==> config.mk <==
export PLATFORM = sky130hd
export DESIGN_NAME = can_syserr_lockout
export DESIGN_NICKNAME = d
export VERILOG_FILES = /design/src/rtl/can_syserr_lockout.sv
export SDC_FILE = /design/constraint.sdc
export NUM_CORES = 1
export LEC_CHECK = 0
export BUFFER_PORTS_ARGS = -buffer_cell sky130_fd_sc_hd__buf_2
export CAP_MARGIN = 25
export CORE_MARGIN = 2
export CORE_UTILIZATION = 22
export CTS_BUF_LIST = sky130_fd_sc_hd__clkbuf_8
export CTS_CLUSTER_DIAMETER = 40
export DETAILED_ROUTE_END_ITERATION = 10
export PLACE_DENSITY = 0.82
export SLEW_MARGIN = 20
export SYNTH_ARGS = -nofsm -noshare
export SYNTH_HDL_FRONTEND = slang
export SYNTH_SLANG_ARGS = --single-unit
export TNS_END_PERCENT = 100
==> constraint.sdc <==
create_clock -name clk_i -period 1.05 [get_ports clk_i]
set_clock_uncertainty 0.1 [all_clocks]
set_input_delay 0.105 -clock clk_i [delete_from_list [all_inputs] [get_ports clk_i]]
set_output_delay 0.105 -clock clk_i [all_outputs]
set_load 0.1 [all_outputs]
==> src/rtl/can_syserr_lockout.sv <==
module can_syserr_lockout #(
  parameter int NOBJ = 32
) (
  input  logic            clk_i,
  input  logic            rst_ni,
  input  logic            fault_cfgaddr_i,
  input  logic            fault_rxdest_i,
  input  logic            pe_busy_i,
  input  logic            pe_tx_i,
  input  logic            lock_restrict_i,
  input  logic            cfg_req_i,
  input  logic            run_req_i,
  input  logic            serr_clr_i,
  input  logic [NOBJ-1:0] txreq_i,
  output logic            tx_pin_o,
  output logic            pe_abort_o,
  output logic [1:0]      mode_o,
  output logic [NOBJ-1:0] txreq_o,
  output logic            serr_o,
  output logic            rx_en_o
);
  localparam logic [1:0] M_RUN    = 2'b00;
  localparam logic [1:0] M_CFG    = 2'b01;
  localparam logic [1:0] M_RESTR  = 2'b10;
  localparam logic [1:0] M_LISTEN = 2'b11;

  logic [1:0] mode_q, mode_d;
  logic       flag_q, abort_q;

  wire any_fault = fault_cfgaddr_i | fault_rxdest_i;
  wire locked    = mode_q[1];
  wire enter     = (mode_q == M_RUN) && any_fault && !cfg_req_i;

  always_comb begin
    mode_d = mode_q;
    if (cfg_req_i)
      mode_d = M_CFG;
    else if (mode_q == M_CFG && run_req_i)
      mode_d = M_RUN;
    else if (enter)
      mode_d = lock_restrict_i ? M_RESTR : M_LISTEN;
  end

  always_ff @(posedge clk_i) begin
    if (!rst_ni) begin
      mode_q  <= M_CFG;
      flag_q  <= 1'b0;
      abort_q <= 1'b0;
    end else begin
      mode_q  <= mode_d;
      abort_q <= enter && pe_busy_i;
      if (any_fault)       flag_q <= 1'b1;
      else if (serr_clr_i) flag_q <= 1'b0;
    end
  end

  assign mode_o     = mode_q;
  assign serr_o     = flag_q;
  assign pe_abort_o = abort_q;
  assign tx_pin_o   = locked | pe_tx_i;
  assign txreq_o    = locked ? '0 : txreq_i;
  assign rx_en_o    = (mode_q != M_CFG);
endmodule

==> impl_results.md, run 1 <==
- Post-synth EDFFs: 0
- Post-synth ARST share: 0
- Synth cell types: 15
- Synth warn: 0
- Mux share of post-synthesis cell area: 0
- Mapped Area: 381.6 µm²
- Simple-gate area share of the yosys netlist: 0.6754
- Row cnt: 15
- Count leader, synth: nor2b_1
- Compound-Gate Fraction of Synth Area: 0.05246
- DP Wirelength: 3014 µm
- Top_reg_cell synth: dfxtp_1
- Dominant cell type by area after synthesis: nor2b_1
- Placer congestion estimate: 0.6677
- Syn nets: 95
- Synth cell count leaders: nor2b_1 (32), buf_2 (4), dfxtp_1 (4)
- Mean post-synth cell area: 7.200 µm²
- Sequential fraction of the synthesis area: 0.2098
- Synth Area in Adders: 0
- Die H: 45.65 µm
- Fail Step: detailed placement (3_5_place_dp)
- Status: did not finish
- Initial core utilization: 0.2285
- I/O pin count: 80
- Synth top area cells: nor2b_1 (52%), dfxtp_1 (21%), buf_2 (5.2%)
- I/O Buffers: 79
- Top cell type's share of synthesized area: 0.5246
- Gate Count Post-Synth: 53
- XOR/XNOR share of the synthesized area: 0
- Tool error: [ERROR DPL-0033] detailed placement checks failed during check placement.
- Flops & latches, synth: 4
- Main combinational cell family by area after synthesis: simple AND/OR/NAND/NOR gates
- Die X: ~46 µm
[cells by family after synthesis]
kind of cell / count (synthesis)
flip-flops: 4
AO/OA/AOI/OAI: 3
buffers and inverters: 5
AND/OR/NAND/NOR: 41
[through the flow]
| step | setup TNS (ns) | std cells | hold slack, ns | worst slack (ns) |
|---|---|---|---|---|
| after floorplan | -14.33 | 53 | 0.1247 | -0.4438 |
| after global placement | -1.871 | 151 | 0.2183 | -0.09881 |
==> run 2: changes to the inputs <==
--- a/config.mk
+++ b/config.mk
@@ -7,12 +7,10 @@
 export LEC_CHECK = 0
 export BUFFER_PORTS_ARGS = -buffer_cell sky130_fd_sc_hd__buf_2
 export CAP_MARGIN = 25
-export CORE_MARGIN = 2
-export CORE_UTILIZATION = 22
-export CTS_BUF_LIST = sky130_fd_sc_hd__clkbuf_8
-export CTS_CLUSTER_DIAMETER = 40
+export CORE_AREA = 2 2 63 65
 export DETAILED_ROUTE_END_ITERATION = 10
-export PLACE_DENSITY = 0.82
+export DIE_AREA = 0 0 65 67
+export PLACE_DENSITY_LB_ADDON = 0.15
 export SLEW_MARGIN = 20
 export SYNTH_ARGS = -nofsm -noshare
 export SYNTH_HDL_FRONTEND = slang
==> constraint.sdc (replaced) <==
create_clock -name clk_i -period 1.35 [get_ports clk_i]
set_clock_uncertainty 0.1 [all_clocks]
set_input_delay 0.135 -clock clk_i [delete_from_list [all_inputs] [get_ports clk_i]]
set_output_delay 0.135 -clock clk_i [all_outputs]
set_load 0.1 [all_outputs]
==> run 2 against run 1 <==
  * Area after synthesis is the same
  * Synthesized cell count is the same
  * The run now ends clean
==> impl_results.md, run 2 <==
- Fmax: approximately 0.74 GHz
- Routed vias: 658
- Setup TNS: 0 ns
- Synth warn: 0 (unchanged)
- Status: complete, no violations
- Htree depth: 1
- I/O Buffers: 79 (unchanged)
- Simple-gate area share of the yosys netlist: 0.6754 (unchanged)
- Period utilization: 0.9968
- M1 GR Usage: 0.08744
- Initial core utilization: 0.1058 (-0.1226)
- CP required: 1.12 ns
- TritonCTS Buffers: 3
- Main combinational cell family by area after synthesis: simple AND/OR/NAND/NOR gates
- Dominant cell type by area after synthesis: nor2b_1
- DRC: 0
- Top_reg_cell synth: dfxtp_1
- Reg clk slew, reported paths: roughly 0.03 ns
- CP arrival: 1.11 ns
- Non-Filler Instances: 185
- Final Hold Viols: 0
- 1st-iter DRT viols: 5
- Slew Viols, Final: 0
- Dpl cell area: between 1500 and 2000 µm²
- Most frequent cells in the layout: buf_2 (44), buf_12 (37), nor2b_4 (31)
- Post-synth ARST share: 0 (unchanged)
- Die H: 67 µm (+47%)
- CTS tree: built
- GRT Resource Usage Total: 0.09143
- Post-route ant nets: 0
- Crit path capture type: primary output
- Antenna diodes: 0
- Most used routing layer in global routing: met2
- Routed WL per cell: 11.01 µm
- Top cell type's share of synthesized area: 0.5246 (unchanged)
- Flops & latches, synth: 4 (unchanged)
- Overflow after GRT: 0
- GR met3 Demand/Resource: 0.01520
- Clock Root Buffer: clkbuf_8
- Longest Clk Path Bufs: 2
- WL final: 2037 µm
- Fin crit period: 1.346 ns
- Die Area: 4355 µm²
- Gate Count Post-Synth: 53 (unchanged)
- Least-Margin Pin Slew: 0.4889 ns
- Mean number of vias per cell: 3.557
- Power density over cell area: 813.7 nW/µm²
- Leading cell type in the layout, fill and taps excluded: buf_2
- Max FFs per register: 2
- First-pass GRT wire length: between 3000 and 4000 µm
- Core area: 3606 µm²
- Synth cell count leaders: nor2b_1 (32), buf_2 (4), dfxtp_1 (4)
- Count leader, synth: nor2b_1
- Clk sink count: 4
- Sequential fraction of the synthesis area: 0.2098 (unchanged)
- LEAKAGE: 0.8991 nW
- WS Path Type: register to primary output
- CP max FO: 11
- XOR/XNOR share of the synthesized area: 0 (unchanged)
- Clock latency on the worst-skew pair: 0.22 ns
- Layout cells sized above 1: 0.9051
- DP Wirelength: 1799 µm (-40%)
- Worst-case vdd ir drop: around 670 µV
- Max-Cap Viols: 0
- Mux share of post-synthesis cell area: 0 (unchanged)
- RSZ-0062 raised after global routing: yes
- Fin Hold WS: approximately 0.045 ns
- Antenna violations before repair: 0
- Max-slew headroom: 0.6763
- Area growth syn-to-layout: 351.5%
- Synth cell types: 15 (unchanged)
- I/O pin count: 80 (unchanged)
- Final setup viols: 0
- Initial DRT Pass Iterations: 4
- Placer congestion estimate: 0.6296 (-5.7%)
- Mean post-synth cell area: 7.200 µm² (unchanged)
- Layout Nets: 180
- Met2 Use GR: 0.1881
- Post-synth EDFFs: 0 (unchanged)
- Setup crit start kind: register
- Mapped Area: 381.6 µm² (unchanged)
- Row cnt: 22 (+7)
- Placed cells: 179
- Synth top area cells: nor2b_1 (52%), dfxtp_1 (21%), buf_2 (5.2%)
- Largest net degree at the start of global routing: 14
- Compound-Gate Fraction of Synth Area: 0.05246 (unchanged)
- HP Class: input port to register
- Vias in the first global route: roughly 660
- Syn nets: 95 (unchanged)
- Design Area, Final: around 1700 µm²
- Die X: 65 µm (+42%)
- Synth Area in Adders: 0 (unchanged)
run 2: cell counts after synthesis:
Identical to the previous run, type by type.
run 2: layout make-up:
| type | count | area (µm²) |
|---|---|---|
| multi-input combinational | 44 | 519.2 |
| sequential | 4 | 86.33 |
| inverter | 1 | 3.754 |
| timing repair buffer | 84 | 1008 |
| tap | 48 | 60.06 |
| clock buffer | 4 | 45.04 |
| fill | 324 | 1883 |
run 2: timing repair:
| item | CTS | global route |
|---|---|---|
| resized for setup | 3 | 2 |
| hold buffers | 0 | 0 |
| endpoints found under the setup margin | 19 | 31 |
| setup buffers | 0 | 1 |
| gates cloned | 0 | 1 |
run 2: final timing paths:
| check | startpoint | end | slack (ns) | cells after the start |
|---|---|---|---|---|
| setup / recovery | mode_o[1] | txreq_o[14] | 0.004 | 3 |
| hold / removal | cfg_req_i | mode_o[0] | 0.05 | 3 |
| setup reg to reg | mode_o[1] | mode_o[0] | 0.18 | 2 |
| hold reg to reg | serr_o | serr_o | 0.38 | 2 |
run 2: critical path, stage by stage, from the launching register on:
cell and delay [ns]:
dfxtp_4 0.39, buf_12 0.18, nor2b_4 0.14, buf_12 0.18
run 2: logic make-up (layout without fill, tap and decap cells):
group | after synthesis | count (layout)
simple gates | 41 | 41
buf+inv | 5 | 89
flops | 4 | 4
compound gates | 3 | 3
run 2: through the flow:
step           utilization  worst slack (ns)  power [mW]
6_report            0.4778          0.004376       1.402
2_1_floorplan            -           -0.1738      0.7706
3_3_place_gp        0.4507            0.1534       1.131
3_5_place_dp        0.4507            0.1279       1.136
5_1_grt             0.4778          -0.02859       1.442
4_1_cts             0.4663          -0.01548       1.410
run 2: power by group:
| part | internal [mW] | switching, mW |
|---|---|---|
| clock network | 0.202 | 0.0642 |
| logic | 0.387 | 0.621 |
| registers | 0.123 | 0.00568 |
| total | 0.711 | 0.690 |
run 2: metal layers:
layer  up-vias  part of all wire  wire length [µm]
met2        49              0.52              1069
met1       277              0.36               733
met4         0            0.0083                17
met3         2              0.11               216
li1        330                 -                 -
met5         -                 0                 0
Power figures use the tool's default switching activity.
==> run 3: changes to the inputs <==
--- a/config.mk
+++ b/config.mk
@@ -5,11 +5,12 @@
 export SDC_FILE = /design/constraint.sdc
 export NUM_CORES = 1
 export LEC_CHECK = 0
-export BUFFER_PORTS_ARGS = -buffer_cell sky130_fd_sc_hd__buf_2
+export ABC_AREA = 1
 export CAP_MARGIN = 25
 export CORE_AREA = 2 2 63 65
 export DETAILED_ROUTE_END_ITERATION = 10
 export DIE_AREA = 0 0 65 67
+export DONT_BUFFER_PORTS = 1
 export PLACE_DENSITY_LB_ADDON = 0.15
 export SLEW_MARGIN = 20
 export SYNTH_ARGS = -nofsm -noshare
==> run 3 against run 2 <==
  * Clock power about the same
  * First-iteration DRC count increased by 100%
  * Highest routed layer unchanged
  * Utilization decreased by 3.1 points
  * Setup slack improved by 0.016 ns
  * Total power decreased by 6.7%
  * Hold slack got worse by 0.024 ns
  * Wire length decreased by 1.6%
==> impl_results.md, run 3 <==
- Hold Crit Start: run_req_i
- Mean number of vias per cell: 3.606 (+1.4%)
- Top_reg_cell synth: dfxtp_1
- Dominant cell type by area after synthesis: inv_1
- Overflow after GRT: 0 (unchanged)
- Max-slew headroom: 0.8156 (+0.1393)
- Worst hold path endpoint: mode_o[0]
- Max FFs per register: 2 (unchanged)
- Fin crit period: 1.330 ns (-0.01558 ns)
- Largest net degree at the start of global routing: 12 (-2)
- RSZ-0062 raised after global routing: yes
- Critical R2R Capture: mode_o[0]
- Mapped Area: 460.4 µm² (+21%)
- Pwr Total: 1.309 mW (-6.7%)
- Top cell type's share of synthesized area: 0.3261 (-0.1985)
- Clk sink count: 4 (unchanged)
- Synth top area cells: inv_1 (33%), nor2_1 (28%), dfxtp_1 (17%)
- Synth cell types: 12 (-3)
- TritonCTS Buffers: 3 (unchanged)
- Routed WL per cell: 10.66 µm (-3.2%)
- LEAKAGE: 0.7932 nW (-12%)
- I/O Buffers: 0 (-100%)
- CTS tree: built
- Post-route ant nets: 0 (unchanged)
- DRC: 0 (unchanged)
- Row cnt: 22 (unchanged)
- Synth cell count leaders: inv_1 (40), nor2_1 (34), nand2_1 (7)
- Reg clk slew, reported paths: 0.03 ns (about the same)
- Setup crit start kind: register
- WL final: 2004 µm (-1.6%)
- Final Hold Viols: 0 (unchanged)
- DP Wirelength: 1737 µm (-3.5%)
- WS Path Type: register to primary output
- Post-synth ARST share: 0 (unchanged)
- GRT Resource Usage Total: 0.09256 (+0.001133)
- Least-Margin Pin Slew: 0.2789 ns (-0.2100 ns)
- Initial DRT Pass Iterations: 4 (unchanged)
- Dpl cell area: 1499 µm² (-7.8%)
- Syn nets: 138 (+45%)
- Leading cell type in the layout, fill and taps excluded: inv_1
- Status: complete, no violations
- Area growth syn-to-layout: 250.0%
- Synth warn: 0 (unchanged)
- Mean post-synth cell area: 4.796 µm² (-33%)
- CP arrival: 1.10 ns (about the same)
- Gate Count Post-Synth: 96 (+81%)
- Clock Root Buffer: clkbuf_8
- Die Area: 4355 µm² (unchanged)
- Post-synth EDFFs: 0 (unchanged)
- Die X: 65 µm (unchanged)
- Worst-case vdd ir drop: 460.3 µV (-31%)
- Clock latency on the worst-skew pair: 0.22 ns (about the same)
- Vias in the first global route: 656 (-0.30%)
- Longest Clk Path Bufs: 2 (unchanged)
- CP required: 1.12 ns (about the same)
- Die H: 67 µm (unchanged)
- First-pass GRT wire length: 3091 µm (+0.91%)
- Placer congestion estimate: 0.6519 (+3.5%)
- Slew Viols, Final: 0 (unchanged)
- Crit path capture type: primary output
- Period utilization: 0.9852 (-0.01154)
- Initial core utilization: 0.1277 (+0.02186)
- Flops & latches, synth: 4 (unchanged)
- Most frequent cells in the layout: inv_1 (40), buf_12 (35), nor2_4 (33)
- Max-Cap Viols: 0 (unchanged)
- CP max FO: 11 (unchanged)
- R2R Path Start: mode_o[1]
- Filler instances: 364 (+12%)
- 1st-iter DRT viols: 10 (+5)
- HP Class: input port to register
- Layout cells sized above 1: 0.5929 (-0.3123)
- Hold path cells: 3 (unchanged)
- I/O pin count: 80 (unchanged)
- Setup slack, reg-to-reg: 0.39 ns (+0.21 ns)
- Antenna violations before repair: 0 (unchanged)
- Layout Nets: 183 (+1.7%)
- Design Area, Final: 1612 µm² (-6.5%)
- Reg2reg path depth: 4 (+2)
- Power density over cell area: 812.1 nW/µm² (-0.20%)
- Core area: 3606 µm² (unchanged)
- Count leader, synth: inv_1
- Antenna diodes: 0 (unchanged)
- Fin Hold WS: 0.02158 ns (-0.02354 ns)
- Routed vias: 678 (+3.0%)
- Htree depth: 1 (unchanged)
- Sequential fraction of the synthesis area: 0.1739 (-0.03592)
- Fmax: 0.7519 GHz (+1.2%)
- Final setup viols: 0 (unchanged)
## run 3: cell types whose count changed in the layout (fill, tap and decap cells not counted), sizes merged, moves of 2 or more
cell / delta
buf: -42
nand2: +7
nor2b: -32
inv: +39
dlygate4sd3: +3
nand3: +2
nor2: +33
## run 3: through the flow
stage                     worst slack, ns  utilization  TNS (ns)  instances
after CTS                        0.003766       0.4469         0        188
final                             0.01996       0.4469         0        188
after floorplan                   -0.1396            -    -4.235         96
after global routing             -0.02618       0.4469   -0.3690        188
after detailed placement           0.2010       0.4157         0        180
after global placement             0.2201       0.4157         0        180
## run 3: kinds of logic after synthesis
| family | Yosys count | share of synthesized area |
|---|---|---|
| and+or+nand+nor | 46 | 0.4158 |
| AOI/OAI and AO/OA | 2 | 0.02717 |
| DFF | 4 | 0.1739 |
| buffers and inverters | 44 | 0.3831 |
## run 3: cell type report
class                   instances  area [µm²]  share of cell area
flip-flops and latches          4       86.33             0.05357
clock buffers                   4       45.04             0.02795
well taps                      48       60.06             0.03727
inverters                      40       150.1             0.09317
multi-input cells              48       454.2              0.2818
repair buffers                 44       815.8              0.5062
## run 3: where the power goes
group | switching, mW | internal (mW)
registers | 0.00556 | 0.122
logic | 0.603 | 0.310
clock network | 0.0655 | 0.202
total | 0.674 | 0.634
## run 3: worst max-delay path, stage by stage (launching register included)
cell     delay (ns)
dfxtp_4        0.40
buf_16         0.18
nor2_4         0.11
buf_12         0.18
## run 3: worst max-delay path by stage
| stage | startpoint | slack, ns | endpoint |
|---|---|---|---|
| 5_1_grt | mode_o[1] | -0.03 | txreq_o[27] |
| 4_1_cts | mode_o[1] | 0.004 | txreq_o[27] |
| 3_5_place_dp | mode_o[1] | 0.20 | txreq_o[27] |
| 6_report | mode_o[1] | 0.02 | txreq_o[27] |
| 3_3_place_gp | mode_o[1] | 0.22 | txreq_o[12] |
| 2_1_floorplan | mode_o[1] | -0.14 | txreq_o[0] |
## run 3: repair_timing
item,in CTS,in global routing
pin swaps,0,0
endpoints found under the hold margin,3,0
gates cloned,1,0
setup buffers,0,0
setup endpoints to repair,22,28
hold buffers,3,0
gates resized for setup,3,0
## run 3: routing by layer
layer	vias to the layer above	wire length, µm	global-route usage
met1	296	674	0.09768
li1	340	-	-
met5	-	0	0
met4	0	7	0.03191
met3	2	174	0.03041
met2	40	1147	0.1714
==> run 4: changes to the inputs <==
--- a/config.mk
+++ b/config.mk
@@ -8,6 +8,7 @@
 export ABC_AREA = 1
 export CAP_MARGIN = 25
 export CORE_AREA = 2 2 63 65
+export CTS_BUF_LIST = sky130_fd_sc_hd__clkbuf_8
 export DETAILED_ROUTE_END_ITERATION = 10
 export DIE_AREA = 0 0 65 67
 export DONT_BUFFER_PORTS = 1
==> run 4 against run 3 <==
  * Wire length did not move
  * Sequential power barely moved
  * Cell count did not move
  * Flip-flop and latch count did not move
  * Utilization did not move
  * Fmax barely moved
  * Design area did not move
  * Hold slack did not move
  * First-iteration DRC count did not move
  * Die area did not move
  * Sequential share of layout area did not move
  * Critical path type unchanged
==> impl_results.md, run 4 (synthesized netlist as in run 3, its figures left out) <==
- Setup crit start kind: register
- CP max FO: 11 (unchanged)
- Slew Viols, Final: 0 (unchanged)
- Placer congestion estimate: 0.6519 (unchanged)
- CP required: 1.12 ns (about the same)
- Reg clk slew, reported paths: 0.03 ns (about the same)
- CP Cell Sequence: buf_16 -> nor2_4 -> buf_12
- Status: complete, no violations
- WL final: 2004 µm (unchanged)
- CTS tree: built
- Mean number of vias per cell: 3.606 (unchanged)
- Row cnt: 22 (unchanged)
- Max-slew headroom: 0.8156 (about the same)
- Overflow after GRT: 0 (unchanged)
- Pwr Total: 1.301 mW (-0.55%)
- GRT Resource Usage Total: 0.09256 (unchanged)
- Reg2reg path depth: 4 (unchanged)
- Design Area, Final: 1612 µm² (unchanged)
- DRC: 0 (unchanged)
- CP max stage cell: dfxtp_4
- Leading cell type in the layout, fill and taps excluded: inv_1
- LEAKAGE: 0.7974 nW (+0.52%)
- Clk sink count: 4 (unchanged)
- 1st-iter DRT viols: 10 (unchanged)
- Fin Hold WS: 0.02158 ns (unchanged)
- Routed WL per cell: 10.66 µm (unchanged)
- Max-Cap Viols: 0 (unchanged)
- Largest net degree at the start of global routing: 12 (unchanged)
- Layout cells sized above 1: 0.5929 (unchanged)
- Htree depth: 1 (unchanged)
- Die X: 65 µm (unchanged)
- Die Area: 4355 µm² (unchanged)
- Fin crit period: 1.330 ns (+0.0004244 ns)
- Worst-case vdd ir drop: 460.3 µV (about the same)
- Area growth syn-to-layout: 250.0% (unchanged)
- WS Path Type: register to primary output
- Die H: 67 µm (unchanged)
- Antenna diodes: 0 (unchanged)
- Routed vias: 678 (unchanged)
- RSZ-0062 raised after global routing: yes
- CP arrival: 1.10 ns (about the same)
- Longest Clk Path Bufs: 2 (unchanged)
- Post-route ant nets: 0 (unchanged)
- I/O Buffers: 0 (unchanged)
- Final setup viols: 0 (unchanged)
- Max FFs per register: 2 (unchanged)
- Layout Nets: 183 (unchanged)
- Final Hold Viols: 0 (unchanged)
- Crit path capture type: primary output
- I/O pin count: 80 (unchanged)
- Initial core utilization: 0.1277 (unchanged)
- Dpl cell area: 1499 µm² (unchanged)
- DP Wirelength: 1737 µm (unchanged)
- Number of post-CTS setup repair buffers: 0 (unchanged)
- First-pass GRT wire length: 3091 µm (unchanged)
- Power density over cell area: 807.6 nW/µm² (-0.55%)
- Core area: 3606 µm² (unchanged)
- CP delay by family, top: flip-flops
- Fmax: 0.7516 GHz (about the same)
- HP Class: input port to register
- Vias in the first global route: 656 (unchanged)
- Least-Margin Pin Slew: 0.2789 ns (+0.0000008345 ns)
- TritonCTS Buffers: 3 (unchanged)
- Hold path cells: 3 (unchanged)
- Slowest cell delay on critical path: 0.40 ns (about the same)
- Clock Root Buffer: clkbuf_8
- Most frequent cells in the layout: inv_1 (41), buf_12 (35), nor2_4 (33)
- WP buf/inv: 2 (unchanged)
- Antenna violations before repair: 0 (unchanged)
- Crit path depth: 3 (unchanged)
- Clock latency on the worst-skew pair: 0.22 ns (about the same)
- Initial DRT Pass Iterations: 4 (unchanged)
- Period utilization: 0.9855 (about the same)
-- run 4: changes by cell type in the layout (fill, tap and decap cells not counted) --
cell      before  now
clkbuf_1       1    0
inv_1         40   41
-- run 4: cell type report --
type / count / area (µm²)
well taps: 48 / 60.06
flip-flops and latches: 4 / 86.33
multi-input cells: 48 / 454.2
clock inverters: 1 / 3.754
clock buffers: 3 / 41.29
fillers: 364 / 1994
inverters: 40 / 150.1
repair buffers: 44 / 815.8
-- run 4: metal layers --
| metal | GRT usage | part of all wire |
|---|---|---|
| met4 | 0.03191 | 0.0035 |
| met2 | 0.1714 | 0.57 |
| met3 | 0.03041 | 0.087 |
| met5 | 0 | 0 |
| met1 | 0.09768 | 0.34 |
-- run 4: tightest hold or removal path, stage by stage --
cell,delay (ns)
nand3_1,0.06
nand2_1,0.05
nand2_1,0.05
-- run 4: through the flow --
stage	utilization	setup slack, ns	TNS [ns]	std cells
floorplan	-	-0.1396	-4.235	96
CTS	0.4469	0.003355	0	188
global route	0.4469	-0.02634	-0.3736	188
global placement	0.4157	0.2201	0	180
finish	0.4469	0.01953	0	188
detailed placement	0.4157	0.2010	0	180
-- run 4: worst paths after layout --
check                 start           to  slack, ns
setup / recovery  mode_o[1]  txreq_o[27]       0.02
hold / removal    run_req_i    mode_o[0]       0.02
setup reg to reg  mode_o[1]    mode_o[0]       0.39
hold reg to reg   mode_o[0]    mode_o[0]       0.46
-- run 4: where the power goes --
part | leakage [nW] | internal, mW | switching [mW]
Combinational | 0.737 | 0.310 | 0.603
Sequential | 0.0333 | 0.122 | 0.00556
Clock | 0.0269 | 0.194 | 0.0660
-- run 4: repair_timing --
action                                 4_1_cts  5_1_grt
endpoints found under the hold margin        3        0
hold buffers                                 3        0
gates resized for setup                      3        0
setup endpoints to repair                   22       28
cloned                                       1        0
pin swaps                                    0        0
